$ cat src/rtl/ssw_pkg.sv
package ssw_pkg;
    localparam int MASK_W = 8;
    localparam int BYTE_W = 8;
    localparam int CFG_W  = 2 * MASK_W + 1;
    localparam int IDX_W  = $clog2(BYTE_W);

    typedef enum logic [1:0] {
        ST_IDLE,
        ST_CLK_LO,
        ST_DATA,
        ST_CLK_HI
    } ssw_state_t;

    typedef struct packed {
        logic              msb_first;
        logic [MASK_W-1:0] dat_mask;
        logic [MASK_W-1:0] clk_mask;
    } ssw_cfg_t;
endpackage

$ cat src/rtl/ssw_cfg_reg.sv
module ssw_cfg_reg
    import ssw_pkg::*;
#(
    parameter int                PORT_W   = 18,
    parameter logic [PORT_W-1:0] WRITABLE = '1
) (
    input  logic              clk,
    input  logic              rst_n,
    input  logic              wr_en,
    input  logic [CFG_W-1:0]  wr_word,
    input  logic [PORT_W-1:0] oe,
    output ssw_cfg_t          cfg_o,
    output logic              reject_o
);
    localparam logic [MASK_W-1:0] WR_LO = WRITABLE[MASK_W-1:0];

    ssw_cfg_t req;
    ssw_cfg_t cfg_q;
    logic     reject_q;
    logic     fits;

    always_comb begin
        req  = ssw_cfg_t'(wr_word);
        fits = (|(req.clk_mask & WR_LO)) &&
               (|(req.dat_mask & WR_LO)) &&
               (|(req.clk_mask & oe[MASK_W-1:0])) &&
               (|(req.dat_mask & oe[MASK_W-1:0]));
    end

    always_ff @(posedge clk) begin
        if (!rst_n) begin
            cfg_q    <= '0;
            reject_q <= 1'b0;
        end else begin
            reject_q <= wr_en && !fits;
            if (wr_en) begin
                cfg_q <= fits ? req : '0;
            end
        end
    end

    assign cfg_o    = cfg_q;
    assign reject_o = reject_q;

    AST_REJECT_CLEARS: assert property (@(posedge clk) disable iff (!rst_n)
        reject_q |-> (cfg_q.clk_mask == '0) && (cfg_q.dat_mask == '0));

    AST_CFG_WRITABLE: assert property (@(posedge clk) disable iff (!rst_n)
        (cfg_q.clk_mask != '0) |-> (|(cfg_q.clk_mask & WR_LO)) && (|(cfg_q.dat_mask & WR_LO)));
endmodule

$ cat src/rtl/ssw_phase_timer.sv
module ssw_phase_timer #(
    parameter int PHASE_CYC = 1
) (
    input  logic clk,
    input  logic rst_n,
    input  logic hold,
    output logic phase_end
);
    localparam int CW = (PHASE_CYC > 1) ? $clog2(PHASE_CYC) : 1;
    localparam logic [CW-1:0] LAST = CW'(PHASE_CYC - 1);

    logic [CW-1:0] cnt_q;

    assign phase_end = !hold && (cnt_q == LAST);

    always_ff @(posedge clk) begin
        if (!rst_n) begin
            cnt_q <= '0;
        end else if (hold || phase_end) begin
            cnt_q <= '0;
        end else begin
            cnt_q <= cnt_q + 1'b1;
        end
    end

    AST_PHASE_BOUND: assert property (@(posedge clk) disable iff (!rst_n)
        int'(cnt_q) < PHASE_CYC);
endmodule

$ cat src/rtl/ssw_bit_sel.sv
module ssw_bit_sel
    import ssw_pkg::*;
(
    input  logic              clk,
    input  logic              rst_n,
    input  logic              load,
    input  logic              step,
    input  logic              msb_first,
    input  logic [BYTE_W-1:0] byte_in,
    output logic              bit_o,
    output logic              last_o
);
    logic [BYTE_W-1:0] byte_q;
    logic [IDX_W-1:0]  idx_q;
    logic              msb_q;

    always_ff @(posedge clk) begin
        if (!rst_n) begin
            byte_q <= '0;
            idx_q  <= '0;
            msb_q  <= 1'b0;
        end else if (load) begin
            byte_q <= byte_in;
            idx_q  <= '0;
            msb_q  <= msb_first;
        end else if (step) begin
            idx_q  <= idx_q + 1'b1;
        end
    end

    assign bit_o  = msb_q ? byte_q[~idx_q] : byte_q[idx_q];
    assign last_o = &idx_q;
endmodule

$ cat src/rtl/ser_port_writer.sv
module ser_port_writer
    import ssw_pkg::*;
#(
    parameter int                PORT_W    = 18,
    parameter int                PHASE_CYC = 1,
    parameter logic [PORT_W-1:0] WRITABLE  = '1
) (
    input  logic              clk,
    input  logic              rst_n,
    input  logic              cfg_we,
    input  logic [CFG_W-1:0]  cfg_word,
    output logic              cfg_err,
    input  logic [PORT_W-1:0] oe,
    input  logic              port_we,
    input  logic [PORT_W-1:0] port_wdata,
    input  logic              byte_valid,
    input  logic [BYTE_W-1:0] byte_data,
    output logic              byte_ready,
    output logic              byte_done,
    output logic              wr_err,
    output logic [PORT_W-1:0] port_out
);
    ssw_state_t        state_q, state_d;
    ssw_cfg_t          cfg;
    logic              idle, masks_ok, accept, refuse;
    logic              phase_end, cur_bit, last_bit;
    logic [PORT_W-1:0] clk_w, dat_w, shadow_q;
    logic              done_q, wr_err_q;

    assign idle     = (state_q == ST_IDLE);
    assign masks_ok = (|cfg.clk_mask) && (|cfg.dat_mask);
    assign accept   = idle && byte_valid && masks_ok;
    assign refuse   = idle && byte_valid && !masks_ok;
    assign clk_w    = PORT_W'(cfg.clk_mask);
    assign dat_w    = PORT_W'(cfg.dat_mask);

    ssw_cfg_reg #(
        .PORT_W   (PORT_W),
        .WRITABLE (WRITABLE)
    ) u_cfg (
        .clk      (clk),
        .rst_n    (rst_n),
        .wr_en    (cfg_we && idle),
        .wr_word  (cfg_word),
        .oe       (oe),
        .cfg_o    (cfg),
        .reject_o (cfg_err)
    );

    ssw_phase_timer #(
        .PHASE_CYC (PHASE_CYC)
    ) u_timer (
        .clk       (clk),
        .rst_n     (rst_n),
        .hold      (idle),
        .phase_end (phase_end)
    );

    ssw_bit_sel u_bits (
        .clk       (clk),
        .rst_n     (rst_n),
        .load      (accept),
        .step      ((state_q == ST_CLK_HI) && phase_end),
        .msb_first (cfg.msb_first),
        .byte_in   (byte_data),
        .bit_o     (cur_bit),
        .last_o    (last_bit)
    );

    // state register
    always_ff @(posedge clk) begin
        if (!rst_n) begin
            state_q <= ST_IDLE;
        end else begin
            state_q <= state_d;
        end
    end

    // next state
    always_comb begin
        state_d = state_q;
        unique case (state_q)
            ST_IDLE:   if (accept)    state_d = ST_CLK_LO;
            ST_CLK_LO: if (phase_end) state_d = ST_DATA;
            ST_DATA:   if (phase_end) state_d = ST_CLK_HI;
            ST_CLK_HI: if (phase_end) state_d = last_bit ? ST_IDLE : ST_CLK_LO;
            default:                  state_d = ST_IDLE;
        endcase
    end

    // outputs: shadow word read-modify-write and status pulses
    always_ff @(posedge clk) begin
        if (!rst_n) begin
            shadow_q <= '0;
            done_q   <= 1'b0;
            wr_err_q <= 1'b0;
        end else begin
            done_q   <= (state_q == ST_CLK_HI) && phase_end && last_bit;
            wr_err_q <= refuse;
            unique case (state_q)
                ST_IDLE: begin
                    if (accept) begin
                        shadow_q <= shadow_q & ~clk_w;
                    end else if (port_we) begin
                        shadow_q <= (shadow_q & ~WRITABLE) | (port_wdata & WRITABLE);
                    end
                end
                ST_CLK_LO: begin
                    if (phase_end) begin
                        shadow_q <= cur_bit ? (shadow_q | dat_w) : (shadow_q & ~dat_w);
                    end
                end
                ST_DATA: begin
                    if (phase_end) begin
                        shadow_q <= shadow_q | clk_w;
                    end
                end
                ST_CLK_HI: begin
                    if (phase_end && !last_bit) begin
                        shadow_q <= shadow_q & ~clk_w;
                    end
                end
                default: shadow_q <= shadow_q;
            endcase
        end
    end

    assign byte_ready = idle;
    assign byte_done  = done_q;
    assign wr_err     = wr_err_q;
    assign port_out   = shadow_q;

    AST_DONE_SINGLE: assert property (@(posedge clk) disable iff (!rst_n)
        byte_done |=> !byte_done);

    AST_DONE_CLK_HIGH: assert property (@(posedge clk) disable iff (!rst_n)
        byte_done |-> ((port_out & clk_w) == clk_w) && byte_ready);

    AST_REFUSE_NO_SHIFT: assert property (@(posedge clk) disable iff (!rst_n)
        (wr_err && !$past(port_we)) |-> (port_out == $past(port_out)));

    AST_KEEP_OTHERS: assert property (@(posedge clk) disable iff (!rst_n)
        !byte_ready |-> (((port_out ^ $past(port_out)) & ~(clk_w | dat_w)) == '0));

    AST_CFG_IDLE_ONLY: assert property (@(posedge clk) disable iff (!rst_n)
        cfg_err |-> $past(byte_ready));
endmodule

$ cat config.mk
export PLATFORM = sky130hd
export DESIGN_NAME = ser_port_writer
export DESIGN_NICKNAME = d
export VERILOG_FILES = /design/src/rtl/ssw_pkg.sv /design/src/rtl/ssw_cfg_reg.sv /design/src/rtl/ssw_phase_timer.sv /design/src/rtl/ssw_bit_sel.sv /design/src/rtl/ser_port_writer.sv
export SDC_FILE = /design/constraint.sdc
export NUM_CORES = 1
export LEC_CHECK = 0
export BUFFER_PORTS_ARGS = -buffer_cell sky130_fd_sc_hd__buf_2
export CELL_PAD_IN_SITES_DETAIL_PLACEMENT = 1
export CELL_PAD_IN_SITES_GLOBAL_PLACEMENT = 2
export CORE_AREA = 2 2 99 101
export DETAILED_ROUTE_END_ITERATION = 8
export DIE_AREA = 0 0 101 103
export GPL_ROUTABILITY_DRIVEN = 1
export PLACE_DENSITY = 0.87
export SLEW_MARGIN = 20
export SYNTH_ARGS = -nofsm -noshare
export SYNTH_HDL_FRONTEND = slang
export SYNTH_SLANG_ARGS = --single-unit
$ cat constraint.sdc
create_clock -name clk -period 3.15 [get_ports clk]
set_clock_uncertainty 0.1 [all_clocks]
set_input_delay 0.1575 -clock clk [delete_from_list [all_inputs] [get_ports clk]]
set_output_delay 0.1575 -clock clk [all_outputs]
set_load 0.01 [all_outputs]
Word-level counts from Yosys, hierarchy flattened
Cells that the tools add are included.
{"block": "op_classes", "add_sub_neg": 2, "order_cmp": 2, "n_eq_ne": 9, "mux": 19, "n_bitwise": 11, "n_reduce_logical": 30}
{"op": "$mux W18", "n": 6}
{"op": "$pmux W18 S4", "n": 1}
{"op": "$reduce_or A8 Y1", "n": 6}
{"op": "$and A18 B18 Y18", "n": 2}
{"op": "$not A8 Y18", "n": 2}
{"op": "$or A18 B8 Y18", "n": 2}
{"op": "$mux W17", "n": 1}
{"op": "$and A8 B8 Y8", "n": 2}
{"op": "$logic_and A1 B1 Y1", "n": 13}
{"op": "$lt A3 B4 Y1 const B", "n": 2}
{"op": "$mux W2", "n": 4}
{"op": "$pmux W2 S4", "n": 1}
{"op": "$reduce_and A4 Y1", "n": 2}
{"op": "$bmux W1 S3", "n": 2}
{"op": "$ne A2 B2 Y1 const B", "n": 3}
{"op": "$eq A2 B2 Y1 const B", "n": 2}
{"op": "$logic_not A1 Y1", "n": 4}
{"op": "$mux W1", "n": 4}
{"op": "$ne A2 B1 Y1 const B", "n": 2}
{"op": "$reduce_or A2 Y1", "n": 2}
{"op": "$add A3 B1 Y3 const B", "n": 1}
{"op": "$ne A3 B2 Y1 const B", "n": 1}
{"op": "$not A3 Y3", "n": 1}
{"op": "$reduce_and A3 Y1", "n": 1}
{"op": "other kinds (5)", "n": 6}
{"block": "word_totals", "regBits": 53, "inputBits": 66, "output_inout_bits": 22, "elab_cells": 85}

Depth between registers and ports, before layout
{"block": "depth", "word_depth": 7, "mapped_depth": 9, "mapped_depth_nobuf": 7}

By module
Synthesis repeated with hierarchy kept, for this count alone.
{"block": "unflattened", "hier_cells": 341, "area_unflattened_um2": 3066.7}
{"module": "ser_port_writer", "n_inst": 1, "cells_per_inst": 195, "area_each_um2": 1569.0, "seq_area_each_um2": 440.4}
{"module": "ssw_cfg_reg", "n_inst": 1, "cells_per_inst": 96, "area_each_um2": 872.1, "seq_area_each_um2": 360.3}
{"module": "ssw_bit_sel", "n_inst": 1, "cells_per_inst": 47, "area_each_um2": 598.1, "seq_area_each_um2": 240.2}
{"module": "ssw_phase_timer", "n_inst": 1, "cells_per_inst": 3, "area_each_um2": 27.5, "seq_area_each_um2": 20.0}

Least setup slack after synthesis
No wires, ideal clock.
{"block": "synth_path", "path_kind": "register -> register", "startpoint": "register state_q[0]", "endpoint": "register shadow_q[0], in the netlist port_out[0]", "setup_ps": 95, "arrival_time_ps": 2047, "required_time_ps": 2955, "slack_ps": 907, "path_stages_with_launch": 8, "path_buffers": 1, "period_less_slack_ps": 2243, "path_cell_list": "dfxtp_1 -> inv_1 -> ha_1 -> buf_2 -> o32a_1 -> a21oi_1 -> nand2_1 -> a221oi_1"}
{"block": "synth_between", "elab_chain_len": 6, "word_cells_on_any_way": 16, "cone_classes": "7 x eq/ne; 2 x mux; 7 x reduce/logical"}
{"element": "start, declared", "line": "ser_port_writer.sv:23", "text": "ssw_state_t state_q, state_d;"}
{"element": "start signal, assigned", "line": "ser_port_writer.sv:75", "text": "state_q <= state_d;"}
{"element": "$logic_not A2 Y1", "line": "ser_port_writer.sv:30, ser_port_writer.sv:100"}
{"element": "$logic_not A1 Y1", "line": "ssw_phase_timer.sv:14", "text": "assign phase_end = !hold && (cnt_q == LAST);"}
{"element": "$logic_and A1 B1 Y1", "line": "ssw_phase_timer.sv:14"}
{"element": "$logic_and A1 B1 Y1", "line": "ser_port_writer.sv:119", "text": "if (phase_end && !last_bit) begin"}
{"element": "$ne A2 B1 Y1 (no source line)"}
{"element": "$reduce_and A4 Y1 (no source line)"}
{"element": "end signal, assigned", "line": "ser_port_writer.sv:115", "text": "shadow_q <= shadow_q | clk_w;"}
{"element": "end signal, assigned", "line": "ser_port_writer.sv:120", "text": "shadow_q <= shadow_q & ~clk_w;"}
{"element": "end signal, assigned", "line": "ser_port_writer.sv:123", "text": "default: shadow_q <= shadow_q;"}
{"element": "end, declared", "line": "ser_port_writer.sv:27", "text": "logic [PORT_W-1:0] clk_w, dat_w, shadow_q;"}
Parallel ways exist; a longest one is shown, timed or not.
A chain may end at the register's enable or synchronous reset.

Worst setup path after layout
{"block": "layout_path", "startpoint": "register state_q[0]", "endpoint": "register shadow_q[3], in the netlist port_out[3]"}
The elaborated chain is that of the path after synthesis.

==> impl_metrics.prom <==
# TYPE chip_impl_metric gauge
chip_impl_info{name="status",value="finished, final reports clean"} 1
chip_impl_metric{name="die_x",unit="µm"} 101
chip_impl_metric{name="clk_latency_worst_skew_pair",unit="ns"} 0.32
chip_impl_metric{name="timing.critical_path.required",unit="ns"} 3.26
chip_impl_metric{name="fin_nets",unit=""} 464
chip_impl_info{name="grt_setup_unrepaired",value="false"} 1
chip_impl_metric{name="final_setup_violations",unit=""} 0
chip_impl_metric{name="via_count_of_the_first_global_routing_pass",unit=""} 2674
chip_impl_metric{name="gr_overflow_total",unit=""} 0
chip_impl_metric{name="maxSlewHeadroom",unit="%"} 38.6
chip_impl_metric{name="cts.clk_slew.worst_paths",unit="ns"} 0.11
chip_impl_metric{name="synth-async-reset-ratio",unit="%"} 0
chip_impl_metric{name="grt.total_usage",unit="%"} 16.5
chip_impl_metric{name="synth_edf_count",unit=""} 0
chip_impl_metric{name="placed_cell_area",unit="µm²"} 3170
chip_impl_metric{name="preCtsSetupSlack",unit="ns"} 0.561
chip_impl_metric{name="ioPinCount",unit=""} 88
chip_impl_metric{name="layout_overhead_on_the_synthesized_area",unit="%"} 35.2
chip_impl_metric{name="synth.avg_cell_area",unit="µm²"} 9.38
chip_impl_metric{name="post_cts.resized_instances",unit=""} 0
chip_impl_metric{name="finalWeightedCongestion",unit=""} 0.790
chip_impl_metric{name="netlist-cell-type-count",unit=""} 45
chip_impl_metric{name="power_density",unit="nW/µm²"} 742
chip_impl_metric{name="wl",unit="mm"} 8.42
chip_impl_metric{name="placeableCoreArea",unit="µm²"} 9460
chip_impl_metric{name="path_max_fanout",unit=""} 20
chip_impl_info{name="critical_path.reg2reg.startpoint",value="state_q[0]"} 1
chip_impl_metric{name="first_pass_grt_wire_length",unit="mm"} 13.7
chip_impl_metric{name="placed_cells",unit=""} 466
chip_impl_metric{name="detailed_router_iteration_count_before_antenna_repair",unit=""} 4
chip_impl_metric{name="drc",unit=""} 0
chip_impl_info{name="hp-class",value="in2reg"} 1
chip_impl_metric{name="synth_nets",unit=""} 356
chip_impl_metric{name="grt_antenna_before_repair",unit=""} 0
chip_impl_metric{name="cts_max_level",unit=""} 2
chip_impl_metric{name="timing_hold_violations_final",unit=""} 0
chip_impl_info{name="critical_path.endpoint_type",value="flop"} 1
chip_impl_metric{name="drtIter0Drc",unit=""} 107
chip_impl_metric{name="cpPeakStageDelay",unit="ns"} 0.62
chip_impl_info{name="synthDominantAreaCellType",value="sky130_fd_sc_hd__dfxtp_1"} 1
chip_impl_metric{name="synth.ff_latch_count",unit=""} 53
chip_impl_metric{name="pin_count_of_the_biggest_net_entering_global_routing",unit=""} 22
chip_impl_metric{name="final_cells",unit=""} 507
chip_impl_info{name="crit_chain",value="inv_1, ha_1, nand3b_1, a2111oi_4, o21ai_1, a221oi_1"} 1
chip_impl_info{name="post_synth_most_frequent_cells",value="53 x sky130_fd_sc_hd__dfxtp_1, 30 x sky130_fd_sc_hd__inv_1, 27 x sky130_fd_sc_hd__a22o_1, 25 x sky130_fd_sc_hd__nor2_1, 24 x sky130_fd_sc_hd__a221oi_1"} 1
chip_impl_metric{name="peakVddDrop",unit="mV"} 0.379
chip_impl_info{name="synth_ff_type",value="sky130_fd_sc_hd__dfxtp_1"} 1
chip_impl_metric{name="static-leakage-power",unit="nW"} 1.49
chip_impl_metric{name="dp.final_hpwl",unit="mm"} 5.99
chip_impl_metric{name="finalWorstSetupSlack",unit="ns"} 0.530
chip_impl_metric{name="synth_warnings",unit=""} 0
chip_impl_metric{name="syn_area",unit="µm²"} 2670
chip_impl_info{name="critical-path-slowest-cell",value="sky130_fd_sc_hd__a2111oi_4"} 1
chip_impl_metric{name="worstPathBufferInverterCount",unit=""} 1
chip_impl_metric{name="portBuffers",unit=""} 77
chip_impl_metric{name="number_of_max_cap_violations",unit=""} 0
chip_impl_metric{name="min_tclk_post_route",unit="ns"} 2.62
chip_impl_metric{name="worst_hold_slack",unit="ns"} 0.00347
chip_impl_metric{name="synth_largest_type_area_fraction",unit="%"} 39.8
chip_impl_info{name="cts_tree",value="built"} 1
chip_impl_metric{name="routed_via_density",unit=""} 5.19
chip_impl_info{name="synthMostInstantiatedCell",value="sky130_fd_sc_hd__dfxtp_1"} 1
chip_impl_metric{name="worst_slew_pin_slew",unit="ns"} 0.897
chip_impl_metric{name="timing.final.crit_share",unit="%"} 83.2
chip_impl_metric{name="yosysSeqAreaShare",unit="%"} 39.8
chip_impl_info{name="clock_tree.root_cell",value="sky130_fd_sc_hd__clkbuf_8"} 1
chip_impl_info{name="worstSetupStartpoint",value="state_q[0]"} 1
chip_impl_metric{name="initial_utilization",unit="%"} 28.2
chip_impl_metric{name="post_synth_inst_count",unit=""} 284
chip_impl_metric{name="final_antenna_net_count",unit=""} 0
chip_impl_metric{name="r2r.worst_path.cells",unit=""} 6
chip_impl_metric{name="report.final.slew_viol_count",unit=""} 0
chip_impl_metric{name="numClockSinks",unit=""} 53
chip_impl_metric{name="cts_buffer_depth",unit=""} 2
chip_impl_info{name="critPathTopFamily",value="compound AO/OA/AOI/OAI gates"} 1
chip_impl_metric{name="setup_tns_after_final_layout",unit="ns"} 0
chip_impl_info{name="rr_endpoint",value="port_out[3]"} 1
chip_impl_metric{name="wl_per_cell",unit="µm"} 16.6
chip_impl_metric{name="maxClockFrequency",unit="GHz"} 0.382
chip_impl_metric{name="cp.depth",unit=""} 6
chip_impl_info{name="synth.area.top_cells",value="sky130_fd_sc_hd__dfxtp_1 40%, sky130_fd_sc_hd__a22o_1 8.9%, sky130_fd_sc_hd__a221oi_1 7.9%, sky130_fd_sc_hd__mux2i_1 4.9%, sky130_fd_sc_hd__inv_1 4.2%"} 1
chip_impl_info{name="critPathLaunchType",value="flop"} 1
chip_impl_metric{name="cts_inserted_buffers",unit=""} 5
chip_impl_metric{name="number_of_cell_rows",unit=""} 36
chip_impl_metric{name="antennaDiodeCount",unit=""} 0
chip_impl_metric{name="cp_data_arrival_time",unit="ns"} 2.73
chip_impl_metric{name="dr_total_vias",unit=""} 2631
chip_impl_metric{name="drive_above_1_share",unit="%"} 26.7
chip_impl_info{name="worst-setup-path-type",value="reg2reg"} 1
chip_impl_metric{name="fin_area",unit="µm²"} 3600
chip_impl_metric{name="r2r_setup_slack",unit="ns"} 0.53
chip_impl_metric{name="die_h",unit="µm"} 103
chip_impl_info{name="worst_setup_path_endpoint",value="port_out[3]"} 1
chip_impl_metric{name="die-area",unit="µm²"} 10400
==> cell usage in the layout, fill, tap and decap left out, types with 3 or more instances in the layout <==
cell / instances
sky130_fd_sc_hd__nand2_1: 4
sky130_fd_sc_hd__dfxtp_1: 53
sky130_fd_sc_hd__mux2i_1: 13
sky130_fd_sc_hd__a221oi_1: 24
sky130_fd_sc_hd__o21ai_1: 8
sky130_fd_sc_hd__a21oi_1: 11
sky130_fd_sc_hd__clkbuf_8: 5
sky130_fd_sc_hd__or4_4: 3
sky130_fd_sc_hd__nor2_1: 25
sky130_fd_sc_hd__o31ai_1: 9
sky130_fd_sc_hd__a22o_1: 27
sky130_fd_sc_hd__a22oi_1: 8
sky130_fd_sc_hd__dlygate4sd3_1: 33
sky130_fd_sc_hd__nor3b_1: 3
sky130_fd_sc_hd__buf_4: 7
sky130_fd_sc_hd__inv_1: 30
sky130_fd_sc_hd__nand2b_1: 9
sky130_fd_sc_hd__buf_2: 77
sky130_fd_sc_hd__ha_1: 6
==> registers in the layout, summed over array words and instances (netlist names) <==
register / flops
u_timer.cnt_q: 1
state_q: 2
u_cfg.reject_o: 1
byte_done: 1
u_bits.byte_q: 8
u_bits.idx_q: 3
u_bits.msb_q: 1
u_cfg.cfg_o: 17
wr_err: 1
port_out: 18
==> metrics by stage <==
step	util (%)	total power, mW
2_1_floorplan	-	1.82
3_3_place_gp	33.5	2.19
3_5_place_dp	33.5	2.23
4_1_cts	38.1	2.69
5_1_grt	38.1	2.87
6_report	38.1	2.67
==> cells by family after synthesis <==
logic type,after synthesis,synth area share [%]
AOI/OAI and AO/OA,100,29.6
xor gates and xnor gates,1,0.329
adders and majority gates,6,2.82
buffers and inverters,47,7.14
DFF,53,39.8
muxes,16,6.99
other,1,0.141
and+or+nand+nor,60,13.2
==> power by group <==
part	switching [mW]	internal (mW)
Sequential	0.145	0.837
Combinational	0.693	0.578
Clock	0.254	0.167
Total	1.09	1.58
==> worst min path at each step <==
stage / from / end / slack [ns] / depth (start not counted)
floorplan: port_wdata[10] / port_out[10] / 0.18 / 1
global placement: port_wdata[9] / port_out[9] / 0.27 / 2
detailed placement: port_wdata[8] / port_out[8] / 0.27 / 2
CTS: byte_data[1] / u_bits.byte_q[1] / 0.008 / 3
global route: byte_data[2] / u_bits.byte_q[2] / 0.02 / 3
finish: byte_data[1] / u_bits.byte_q[1] / 0.003 / 3
==> worst reg2reg max path, stage by stage, from the launching register on <==
cell,delay (ns)
sky130_fd_sc_hd__dfxtp_1,0.43
sky130_fd_sc_hd__inv_1,0.09
sky130_fd_sc_hd__ha_1,0.47
sky130_fd_sc_hd__nand3b_1,0.33
sky130_fd_sc_hd__a2111oi_4,0.62
sky130_fd_sc_hd__o21ai_1,0.18
sky130_fd_sc_hd__a221oi_1,0.31
==> repair_timing <==
| action | CTS | global route |
|---|---|---|
| buffers inserted | 0 | 0 |
| hold buffers | 33 | 0 |
| hold endpoints to repair | 33 | 0 |
==> layout make-up <==
cell class / count / area [µm²]
fillers: 1119 / 5860
multi-input cells: 184 / 1420
flip-flops and latches: 53 / 1060
repair buffers: 117 / 768
well taps: 114 / 143
inverters: 31 / 116
clock buffers: 5 / 68.8
clock inverters: 3 / 28.8
==> layer usage <==
| layer | share of wire (%) | global-route usage [%] | vias up |
|---|---|---|---|
| met3 | 4.4 | 2.64 | 7 |
| li1 | - | - | 1278 |
| met2 | 47 | 27.8 | 67 |
| met5 | 0 | 0 | - |
| met4 | 1.1 | 3.53 | 0 |
| met1 | 48 | 22.3 | 1279 |
(Power assumes the default switching activity.)
